[src/rtl/sdseq_pkg.sv]
package sdseq_pkg;
  typedef enum logic [2:0] {C_NOP, C_PRE, C_ACT, C_RD, C_WR, C_REF} sd_cmd_t;
  typedef enum logic [1:0] {ST_IDLE, ST_ACC, ST_REF} seq_st_t;

  // {ras_n, cas_n, we_n}
  function automatic logic [2:0] cmd_pins(sd_cmd_t c);
    case (c)
      C_PRE:   cmd_pins = 3'b010;
      C_ACT:   cmd_pins = 3'b011;
      C_RD:    cmd_pins = 3'b101;
      C_WR:    cmd_pins = 3'b100;
      C_REF:   cmd_pins = 3'b001;
      default: cmd_pins = 3'b111;
    endcase
  endfunction
endpackage

[src/rtl/sdseq_refresh_timer.sv]
module sdseq_refresh_timer #(
  parameter int PERIOD = 61
) (
  input  logic clk,
  input  logic rst,
  input  logic take,
  output logic pend
);
  localparam int CW = $clog2(PERIOD + 1);
  logic [CW-1:0] cnt;

  always_ff @(posedge clk) begin
    if (rst) begin
      cnt  <= CW'(PERIOD - 1);
      pend <= 1'b0;
    end else if (cnt == '0) begin
      cnt  <= CW'(PERIOD - 1);
      pend <= 1'b1;
    end else begin
      cnt <= cnt - 1'b1;
      if (take) pend <= 1'b0;
    end
  end

  assert_pend_kept_R9: assert property (@(posedge clk) disable iff (rst)
    (pend && !take) |=> pend);
endmodule

[src/rtl/sdseq_row_track.sv]
module sdseq_row_track #(
  parameter int BAW  = 2,
  parameter int ROWW = 12
) (
  input  logic            clk,
  input  logic            rst,
  input  logic [BAW-1:0]  q_bank,
  input  logic [ROWW-1:0] q_row,
  output logic            hit,
  input  logic            act_en,
  input  logic [BAW-1:0]  act_bank,
  input  logic [ROWW-1:0] act_row,
  input  logic            clear_all
);
  localparam int BANKS = 1 << BAW;
  logic [BANKS-1:0] valid;
  logic [ROWW-1:0]  row_q [BANKS];

  for (genvar b = 0; b < BANKS; b++) begin : g_bank
    always_ff @(posedge clk) begin
      if (rst || clear_all) begin
        valid[b] <= 1'b0;
        row_q[b] <= '0;
      end else if (act_en && act_bank == BAW'(b)) begin
        valid[b] <= 1'b1;
        row_q[b] <= act_row;
      end
    end
  end

  assign hit = valid[q_bank] && (row_q[q_bank] == q_row);

  assert_closed_after_refresh_R10: assert property (@(posedge clk) disable iff (rst)
    clear_all |=> !hit);
endmodule

[src/rtl/sdseq_cmd_seq.sv]
module sdseq_cmd_seq
  import sdseq_pkg::*;
#(
  parameter int BAW  = 2,
  parameter int ROWW = 12,
  parameter int COLW = 8
) (
  input  logic            clk,
  input  logic            rst,
  input  logic            cfg_regrd,
  input  logic            req,
  input  logic            req_we,
  input  logic [1:0]      req_size,
  input  logic [COLW-1:0] in_col,
  input  logic [BAW-1:0]  in_bank,
  input  logic [ROWW-1:0] in_row,
  input  logic            hit_in,
  input  logic            ref_pend,
  output logic            ref_take,
  output logic            act_en,
  output logic [BAW-1:0]  l_bank,
  output logic [ROWW-1:0] l_row,
  output logic            clear_all,
  output sd_cmd_t         cmd,
  output logic [ROWW-1:0] cmd_addr,
  output logic            ack,
  output logic            dq_oe
);
  localparam int CNTW = 5;
  seq_st_t         st;
  logic [CNTW-1:0] cnt, col_at, ack_at, col_end, last, off;
  logic            l_miss, l_we;
  logic [3:0]      l_beats;
  logic [COLW-1:0] l_col, cur_col;
  logic            in_col_win;

  always_ff @(posedge clk) begin
    if (rst) begin
      st      <= ST_IDLE;
      cnt     <= '0;
      l_miss  <= 1'b0;
      l_we    <= 1'b0;
      l_beats <= 4'd1;
      l_col   <= '0;
      l_bank  <= '0;
      l_row   <= '0;
    end else begin
      case (st)
        ST_IDLE: begin
          if (ref_pend) begin
            st  <= ST_REF;
            cnt <= CNTW'(1);
          end else if (req) begin
            st      <= ST_ACC;
            cnt     <= CNTW'(1);
            l_miss  <= !hit_in;
            l_we    <= req_we;
            l_beats <= (req_size == 2'd2) ? 4'd8 : (req_size == 2'd1) ? 4'd2 : 4'd1;
            l_col   <= in_col;
            l_bank  <= in_bank;
            l_row   <= in_row;
          end
        end
        ST_ACC: begin
          if (cnt == last) begin
            st  <= ST_IDLE;
            cnt <= '0;
          end else cnt <= cnt + 1'b1;
        end
        default: begin
          if (cnt == CNTW'(2)) begin
            st  <= ST_IDLE;
            cnt <= '0;
          end else cnt <= cnt + 1'b1;
        end
      endcase
    end
  end

  // fixed schedule: column commands and acks are placed relative to cnt
  assign col_at     = l_miss ? CNTW'(4) : CNTW'(2);
  assign ack_at     = l_we ? col_at : ((l_miss ? CNTW'(6) : CNTW'(4)) + CNTW'(cfg_regrd));
  assign col_end    = col_at + CNTW'(l_beats) - CNTW'(1);
  assign last       = ack_at + CNTW'(l_beats) - CNTW'(1);
  assign off        = cnt - col_at;
  assign cur_col    = l_col + COLW'(off);
  assign in_col_win = (st == ST_ACC) && (cnt >= col_at) && (cnt <= col_end);

  assign ref_take  = (st == ST_IDLE) && ref_pend;
  assign clear_all = (st == ST_REF) && (cnt == CNTW'(2));
  assign ack       = (st == ST_ACC) && (cnt >= ack_at) && (cnt <= last);
  assign act_en    = (cmd == C_ACT);
  assign dq_oe     = (cmd == C_WR);

  always_comb begin
    cmd      = C_NOP;
    cmd_addr = '0;
    if (st == ST_REF) begin
      if (cnt == CNTW'(1)) begin
        cmd          = C_PRE;
        cmd_addr[10] = 1'b1;
      end else cmd = C_REF;
    end else if (st == ST_ACC) begin
      if (l_miss && cnt == CNTW'(1)) cmd = C_PRE;
      else if (l_miss && cnt == CNTW'(2)) begin
        cmd      = C_ACT;
        cmd_addr = l_row;
      end else if (in_col_win) begin
        cmd      = l_we ? C_WR : C_RD;
        cmd_addr = ROWW'(cur_col);
      end
    end
  end

  assert_act_after_pre_R6: assert property (@(posedge clk) disable iff (rst)
    (cmd == C_ACT) |-> ($past(cmd) == C_PRE));
  assert_write_ack_on_wr_R8: assert property (@(posedge clk) disable iff (rst)
    (ack && l_we) |-> (cmd == C_WR && dq_oe));
endmodule

[src/rtl/sdram_page_seq.sv]
module sdram_page_seq
  import sdseq_pkg::*;
#(
  parameter int BAW        = 2,
  parameter int ROWW       = 12,
  parameter int COLW       = 8,
  parameter int DW         = 16,
  parameter int REF_PERIOD = 61,
  localparam int AW        = ROWW + BAW + COLW
) (
  input  logic            clk,
  input  logic            rst,
  input  logic            cfg_regrd,
  input  logic            cfg_clkinv,
  input  logic            req,
  input  logic            req_we,
  input  logic [1:0]      req_size,
  input  logic [AW-1:0]   req_addr,
  input  logic [DW-1:0]   wdata,
  output logic            ack,
  output logic [DW-1:0]   rdata,
  output logic            sd_clk,
  output logic            sd_cs_n,
  output logic            sd_ras_n,
  output logic            sd_cas_n,
  output logic            sd_we_n,
  output logic [BAW-1:0]  sd_ba,
  output logic [ROWW-1:0] sd_addr,
  output logic [DW-1:0]   sd_dq_out,
  output logic            sd_dq_oe,
  input  logic [DW-1:0]   sd_dq_in
);
  logic [COLW-1:0] a_col;
  logic [BAW-1:0]  a_bank, l_bank;
  logic [ROWW-1:0] a_row, l_row;
  logic            hit, pend, take, act_en, clear_all;
  sd_cmd_t         cmd;
  logic [DW-1:0]   rd_s1, rd_s2;

  assign {a_row, a_bank, a_col} = req_addr;

  sdseq_refresh_timer #(.PERIOD(REF_PERIOD)) u_ref (
    .clk(clk), .rst(rst), .take(take), .pend(pend));

  sdseq_row_track #(.BAW(BAW), .ROWW(ROWW)) u_rows (
    .clk(clk), .rst(rst), .q_bank(a_bank), .q_row(a_row), .hit(hit),
    .act_en(act_en), .act_bank(l_bank), .act_row(l_row), .clear_all(clear_all));

  sdseq_cmd_seq #(.BAW(BAW), .ROWW(ROWW), .COLW(COLW)) u_seq (
    .clk(clk), .rst(rst), .cfg_regrd(cfg_regrd), .req(req), .req_we(req_we),
    .req_size(req_size), .in_col(a_col), .in_bank(a_bank), .in_row(a_row),
    .hit_in(hit), .ref_pend(pend), .ref_take(take), .act_en(act_en),
    .l_bank(l_bank), .l_row(l_row), .clear_all(clear_all), .cmd(cmd),
    .cmd_addr(sd_addr), .ack(ack), .dq_oe(sd_dq_oe));

  always_ff @(posedge clk) begin
    if (rst) begin
      rd_s1 <= '0;
      rd_s2 <= '0;
    end else begin
      rd_s1 <= sd_dq_in;
      rd_s2 <= rd_s1;
    end
  end

  assign rdata     = cfg_regrd ? rd_s2 : rd_s1;
  assign sd_clk    = cfg_clkinv ? ~clk : clk;
  assign sd_cs_n   = 1'b0;
  assign {sd_ras_n, sd_cas_n, sd_we_n} = cmd_pins(cmd);
  assign sd_ba     = l_bank;
  assign sd_dq_out = wdata;

  assert_no_ack_in_refresh_R9: assert property (@(posedge clk) disable iff (rst)
    ({sd_ras_n, sd_cas_n, sd_we_n} == 3'b001) |-> !ack);
endmodule

[config.mk]
export PLATFORM = sky130hd
export DESIGN_NAME = sdram_page_seq
export DESIGN_NICKNAME = d
export VERILOG_FILES = /design/src/rtl/sdseq_pkg.sv /design/src/rtl/sdseq_refresh_timer.sv /design/src/rtl/sdseq_row_track.sv /design/src/rtl/sdseq_cmd_seq.sv /design/src/rtl/sdram_page_seq.sv
export SDC_FILE = /design/constraint.sdc
export NUM_CORES = 1
export LEC_CHECK = 0
export ABC_AREA = 1
export BUFFER_PORTS_ARGS = -buffer_cell sky130_fd_sc_hd__buf_2
export CORE_MARGIN = 2
export CORE_UTILIZATION = 55
export DETAILED_ROUTE_END_ITERATION = 7
export PLACE_DENSITY = 0.82
export SLEW_MARGIN = 20
export SYNTH_ARGS = -nofsm -noshare
export SYNTH_HDL_FRONTEND = slang
export SYNTH_SLANG_ARGS = --single-unit
[constraint.sdc]
create_clock -name clk -period 7.21 [get_ports clk]
set_input_delay 1.0815 -clock clk [delete_from_list [all_inputs] [get_ports clk]]
set_output_delay 1.0815 -clock clk [all_outputs]
set_load 0.03 [all_outputs]
=== Yosys cells after proc, flatten, opt, wreduce, memory -nomap -nowiden ===
Memory sizes are Yosys's and may differ from the RTL's.
Index checks and enable logic that the tools add are counted.
Widths: inputs -> output; s select.

* $add $sub $neg: 9
* Magnitude comparators: 5
* Equal/unequal tests: 18
* Mux-type cells: 55
* Bitwise operators: 6
* Reduce and logical (&&, ||, !) cells: 23

{| class="wikitable"
|+ Operators with widths
! cell !! count
|-
| $mux 12 || 7
|-
| $mux 5 || 5
|-
| $mux 3 || 8
|-
| $mux 1 || 21
|-
| $mux 16 || 1
|-
| $pmux 3 s5 || 1
|-
| $logic_and 1x1->1 || 13
|-
| $eq 12x12->1 || 1
|-
| $mux 2 || 6
|-
| $add 5x4->5 || 2
|-
| $ge 5x5->1 || 2
|-
| $le 5x5->1 || 2
|-
| $mux 10 || 1
|-
| $pmux 5 s2 || 1
|-
| $sub 5x1->5 const B || 2
|-
| $add 8x5->8 || 1
|-
| $eq 2x2->1 const B || 4
|-
| $mux 8 || 1
|-
| $eq 2x1->1 const B || 3
|-
| $eq 3x2->1 const B || 2
|-
| $eq 3x3->1 const B || 2
|-
| $logic_not 6->1 || 1
|-
| $reduce_and 3->1 || 2
|-
| $sub 6x1->6 const B || 1
|-
| 21 further kinds || 26
|}

* Register bits: 78
* Memory bits (writable): 48
* Output and inout port bits: 53
* Word-level logic and storage cells: 133
* Memories: 1

{| class="wikitable"
|+ Memories
! memory !! depth !! bits a word !! read ports !! clocked after memory_dff !! write ports !! RTL line !! RTL
|-
| u_rows.row_q || 4 || 12 || 1 || 0 || 4 || sdseq_row_track.sv:17 || <nowiki>logic [ROWW-1:0] row_q [BANKS];</nowiki>
|}

=== Logic depth before layout (Yosys ltp) ===
* Word-level depth: 16
* Mapped depth: 18
* Gate-level depth less buffers: 18

=== By module ===
From an unflattened synthesis, not the netlist that was laid out.

* Cells, all modules: 862
* Area, all modules: 6755.2 sq um

{| class="wikitable"
|+ Modules (own cells, without submodules)
! module !! times used !! cells each !! area an instance (sq um)
|-
| sdseq_cmd_seq || 1 || 364 || 2612.5
|-
| sdseq_row_track || 1 || 293 || 2560.0
|-
| sdram_page_seq || 1 || 166 || 1275.0
|-
| sdseq_refresh_timer || 1 || 39 || 307.8
|}

==> run summary <==
The critical path startpoint was clk. The area growth from synthesis to layout is 16.1%. The routed layout has 5402 vias. Measured on the finished design, the core utilization comes to 65.4%. At the pin with the least slew margin, the transition time is 0.941 ns. The relative slew slack is 37.2%, and the critical path arrival is 4.17 ns. Of the total power, combinational logic draws 13.4%. Cells with a size suffix above 1 make up 16.6% of the layout. Average wire length per cell after detail routing: 15.0 um. The largest single stage delay on the critical path is 0.21 ns. Worst endpoint required time: 6.13 ns. Along the worst path, the maximum fanout reaches 2. Summed over all instances, the cell type with the most area after synthesis is dfxtp_1. The number of cells on the worst reg-to-reg path is 17. Counting distinct cell types in the post-synthesis netlist gives 39.

The tools report the net load switching power as 0.000535 W. Walking the worst path, the cells encountered are clkbuf_16 > clkbuf_16 > xor2_1 > buf_2. The total standard cell area after synthesis came out at 0.00641 mm2. The warning count from the yosys run was 0; the height of the die was 112 um. In the synthesized netlist, the number of instances is 789. The clock network accounts for 47.8% of the total power.

The logs give 1.96 ns for the smallest setup slack after layout and 56.3% for the effective utilization at floorplan. Following the worst setup path forward leads to its endpoint at sd_clk. For this run, the leading register cell type out of synthesis is dfxtp_1.

In the final layout, the multi-input gates occupy 0.00277 mm2. The maximum vdd ir drop is 0.204 mV. The flow ran to the end, and the final reports show no timing, DRC or antenna violations. The cell depth of the worst hold path was 1; the aggregate global-route resource usage was 25.3%.

Routability-driven placement finished with a final weighted congestion of 0.874. The worst min-delay path startpoint is u_ref.cnt[0]$_SDFF_PP0_. The count of final hold-check violations was 0; the via count of the first global-routing pass was 5176.

The type of element capturing the critical path was an output pin. Each instance of the synthesized netlist takes up on average 8.12 um2. The number of routed nets with antenna violations was 0. The most repeated library cell on the critical path was clkbuf_16. Setup violations remaining at the end of the flow were counted as 0. Setup repair after global routing left no endpoint under its margin.

The design internal power came out at 0.00150 W. The floorplan has 39 rows. The endpoint identified for the worst register-to-register timing path is u_seq.cnt[3]$_SDFFE_PP0P_.

Setup total negative slack on the finished layout was measured at 0 ns. Post-CTS timing repair inserted 0 buffers for setup. Launch instance of the worst register-to-register path: u_seq.l_miss$_SDFFE_PP0P_.

The tools report the post-placement cell count as 971. Net switching is 26.3% of the power. Worst clock skew: 0.00878 ns.

For the core box area, the log shows 0.0114 mm2. The pre-antenna-repair detailed-routing pass consisted of 5 iterations. In the routed design, unresolved DRC markers number 0.

The die boundary width is 112 um. For this run the aggregate overflow at the end of global routing stands at 0. The critical path is of the clk2out type. The repair_antennas step left the layout with diodes totalling 0. Of all flip-flops after synthesis, the portion carrying an async set or reset was 0%. The number of port buffers is 81.

The detailed router finished its first iteration with 413 violations. The run gives 115 as the boundary pin count. The run gives 15100 um as the total routed wirelength. TritonCTS built the clock tree. At the later pin of the worst-skew pair, clock insertion delay measures 0.54 ns. Count of nets after finishing: 954.

The first global-routing pass estimated 24500 um of wire. The kind of path behind the tightest hold check was reg2reg. Prior to clock tree synthesis, the placed netlist has a worst setup slack of 2.23 ns.

The final standard cell count with taps included and fillers excluded is 1006. The count of state elements after synthesis was 125; the share of the synthesized area in the top cell type was 24.1%. The logs give 46.6% for the sequential-to-total area share from yosys stat and 38.8% for the sequential power share. The logs give 0 for the number of pins with negative max-slew slack in the final report and 893 for the net count after synthesis. Using the TritonRoute via totals, the vias-per-cell ratio works out to 5.37. Entering global routing, the biggest net connects 40 pins.

The tools report the number of buffers inserted by hold repair at cts as 0. For this design, the slowest cell found on the critical path is buf_2. Die footprint: 0.0125 mm2.

Clock-pin slew was measured on the worst setup and hold paths at 0.05 ns. Counting the fill cells in the layout gives 914. Yosys mapped a number of flops with a built-in enable equal to 48.

Combined flip-flop and latch cell area: 0.00298 mm2. The worst setup path is launched from a clock port. The setup check on the worst reg-to-reg path leaves a slack of 3.97 ns. The areal power density over the cells is 273 mW/mm2.

In this run, post-CTS repair resized a total of 0 instances. Number of antenna violations at the first check in global routing: 0. The leakage power figure was 3.49 nW.

Overall power consumption after layout is estimated at 0.00203 W. Summed over all nets, the half-perimeter wirelength after detailed placement is 9740 um. Sorting the synthesized cells by area gives the leading types as dfxtp_1 24%, edfxtp_1 22%, nand2_1 8.6%. Across the run, the number of max-cap violations was 0.
[cell usage after synthesis, types with 13 or more instances]
master    number
nand2_1      146
inv_1        100
o21ai_0       56
buf_4         18
nand3_1       37
xor2_1        13
clkbuf_1      17
ha_1          37
dfxtp_1       77
edfxtp_1      48
a21oi_1       36
nor2_1       130
[area by class of cell]
cell class / instances / area share (%)
multi-input combinational: 513 / 37.3
clock inverter: 8 / 1.38
clock buffer: 28 / 7.84
sequential: 125 / 40.1
inverter: 107 / 5.43
tap: 143 / 2.40
timing repair buffer: 82 / 5.58
[worst min-delay path by stage]
| stage | to | slack [ns] |
|---|---|---|
| 6_report | u_ref.cnt[0]$_SDFF_PP0_ | 0.41 |
| 5_1_grt | u_ref.cnt[0]$_SDFF_PP0_ | 0.42 |
| 4_1_cts | u_ref.cnt[0]$_SDFF_PP0_ | 0.41 |
| 3_5_place_dp | u_ref.cnt[0]$_SDFF_PP0_ | 0.40 |
| 3_3_place_gp | u_ref.cnt[0]$_SDFF_PP0_ | 0.40 |
| 2_1_floorplan | u_ref.cnt[0]$_SDFF_PP0_ | 0.39 |
[per-stage QoR]
stage	area [um2]	hold slack, ns
floorplan	6410	0.393
global placement	6760	0.400
detailed placement	6760	0.404
CTS	7440	0.411
global route	7440	0.421
finish	7440	0.409
[per-layer routing]
| metal | share of wire, % | GRT usage [%] |
|---|---|---|
| met5 | 0 | 0 |
| met4 | 3.1 | 13.4 |
| met3 | 8.1 | 8.17 |
| met2 | 48 | 40.4 |
| met1 | 41 | 30.6 |
[placed cells by master (no fill, tap or decap), drive strengths merged, types with 2 or more instances in the layout]
cell      n
xnor2     5
inv     109
xor2     13
nor2    135
dfxtp    77
fa        5
o31ai     3
clkbuf   27
a21oi    36
o22ai     6
buf      83
nand3    38
nor3      4
nand4     8
bufinv    2
nand2   148
o21ai    57
or2       6
edfxtp   48
o211ai    5
clkinv    4
ha       37
[flip-flops by register name, indices dropped and copies added, names as in the netlist]
signal	flops
u_ref.cnt	6
u_seq.l_miss	1
rd_s2	16
rd_s1	16
u_seq.l_we	1
u_rows.valid	4
u_seq.st	2
u_ref.pend	1
u_seq.l_col	8
u_seq.l_bank	2
u_seq.cnt	5
u_seq.l_beats	3
u_seq.l_row	12
u_rows.row_q	48
[kinds of logic (layout without fill, tap and decap cells)]
kind of cell / after synthesis / count (layout) / share of synthesized area [%]
buffers and inverters: 151 / 225 / 10.3
AND/OR/NAND/NOR: 340 / 340 / 22.3
adder cells (fa/ha/maj): 42 / 42 / 8.79
other: 1 / 1 / 0.0585
flip-flops: 125 / 125 / 46.6
AO/OA/AOI/OAI: 112 / 112 / 9.49
XOR/XNOR: 18 / 18 / 2.46
[worst max-delay path, delay by kind of cell]
| kind | cells | cell delay (ns) |
|---|---|---|
| xor+xnor | 1 | 0.11 |
| buf+inv | 3 | 0.46 |
[power groups by stage]
stage          Clock (W)  Combinational, W  Sequential [W]
6_report        0.000972          0.000272        0.000788
5_1_grt          0.00102          0.000308        0.000791
4_1_cts         0.000981          0.000271        0.000787
3_5_place_dp   0.0000215          0.000268        0.000801
3_3_place_gp   0.0000215          0.000260        0.000800
2_1_floorplan  0.0000165          0.000214        0.000798
Note: power is estimated with default switching activity, not from simulation.
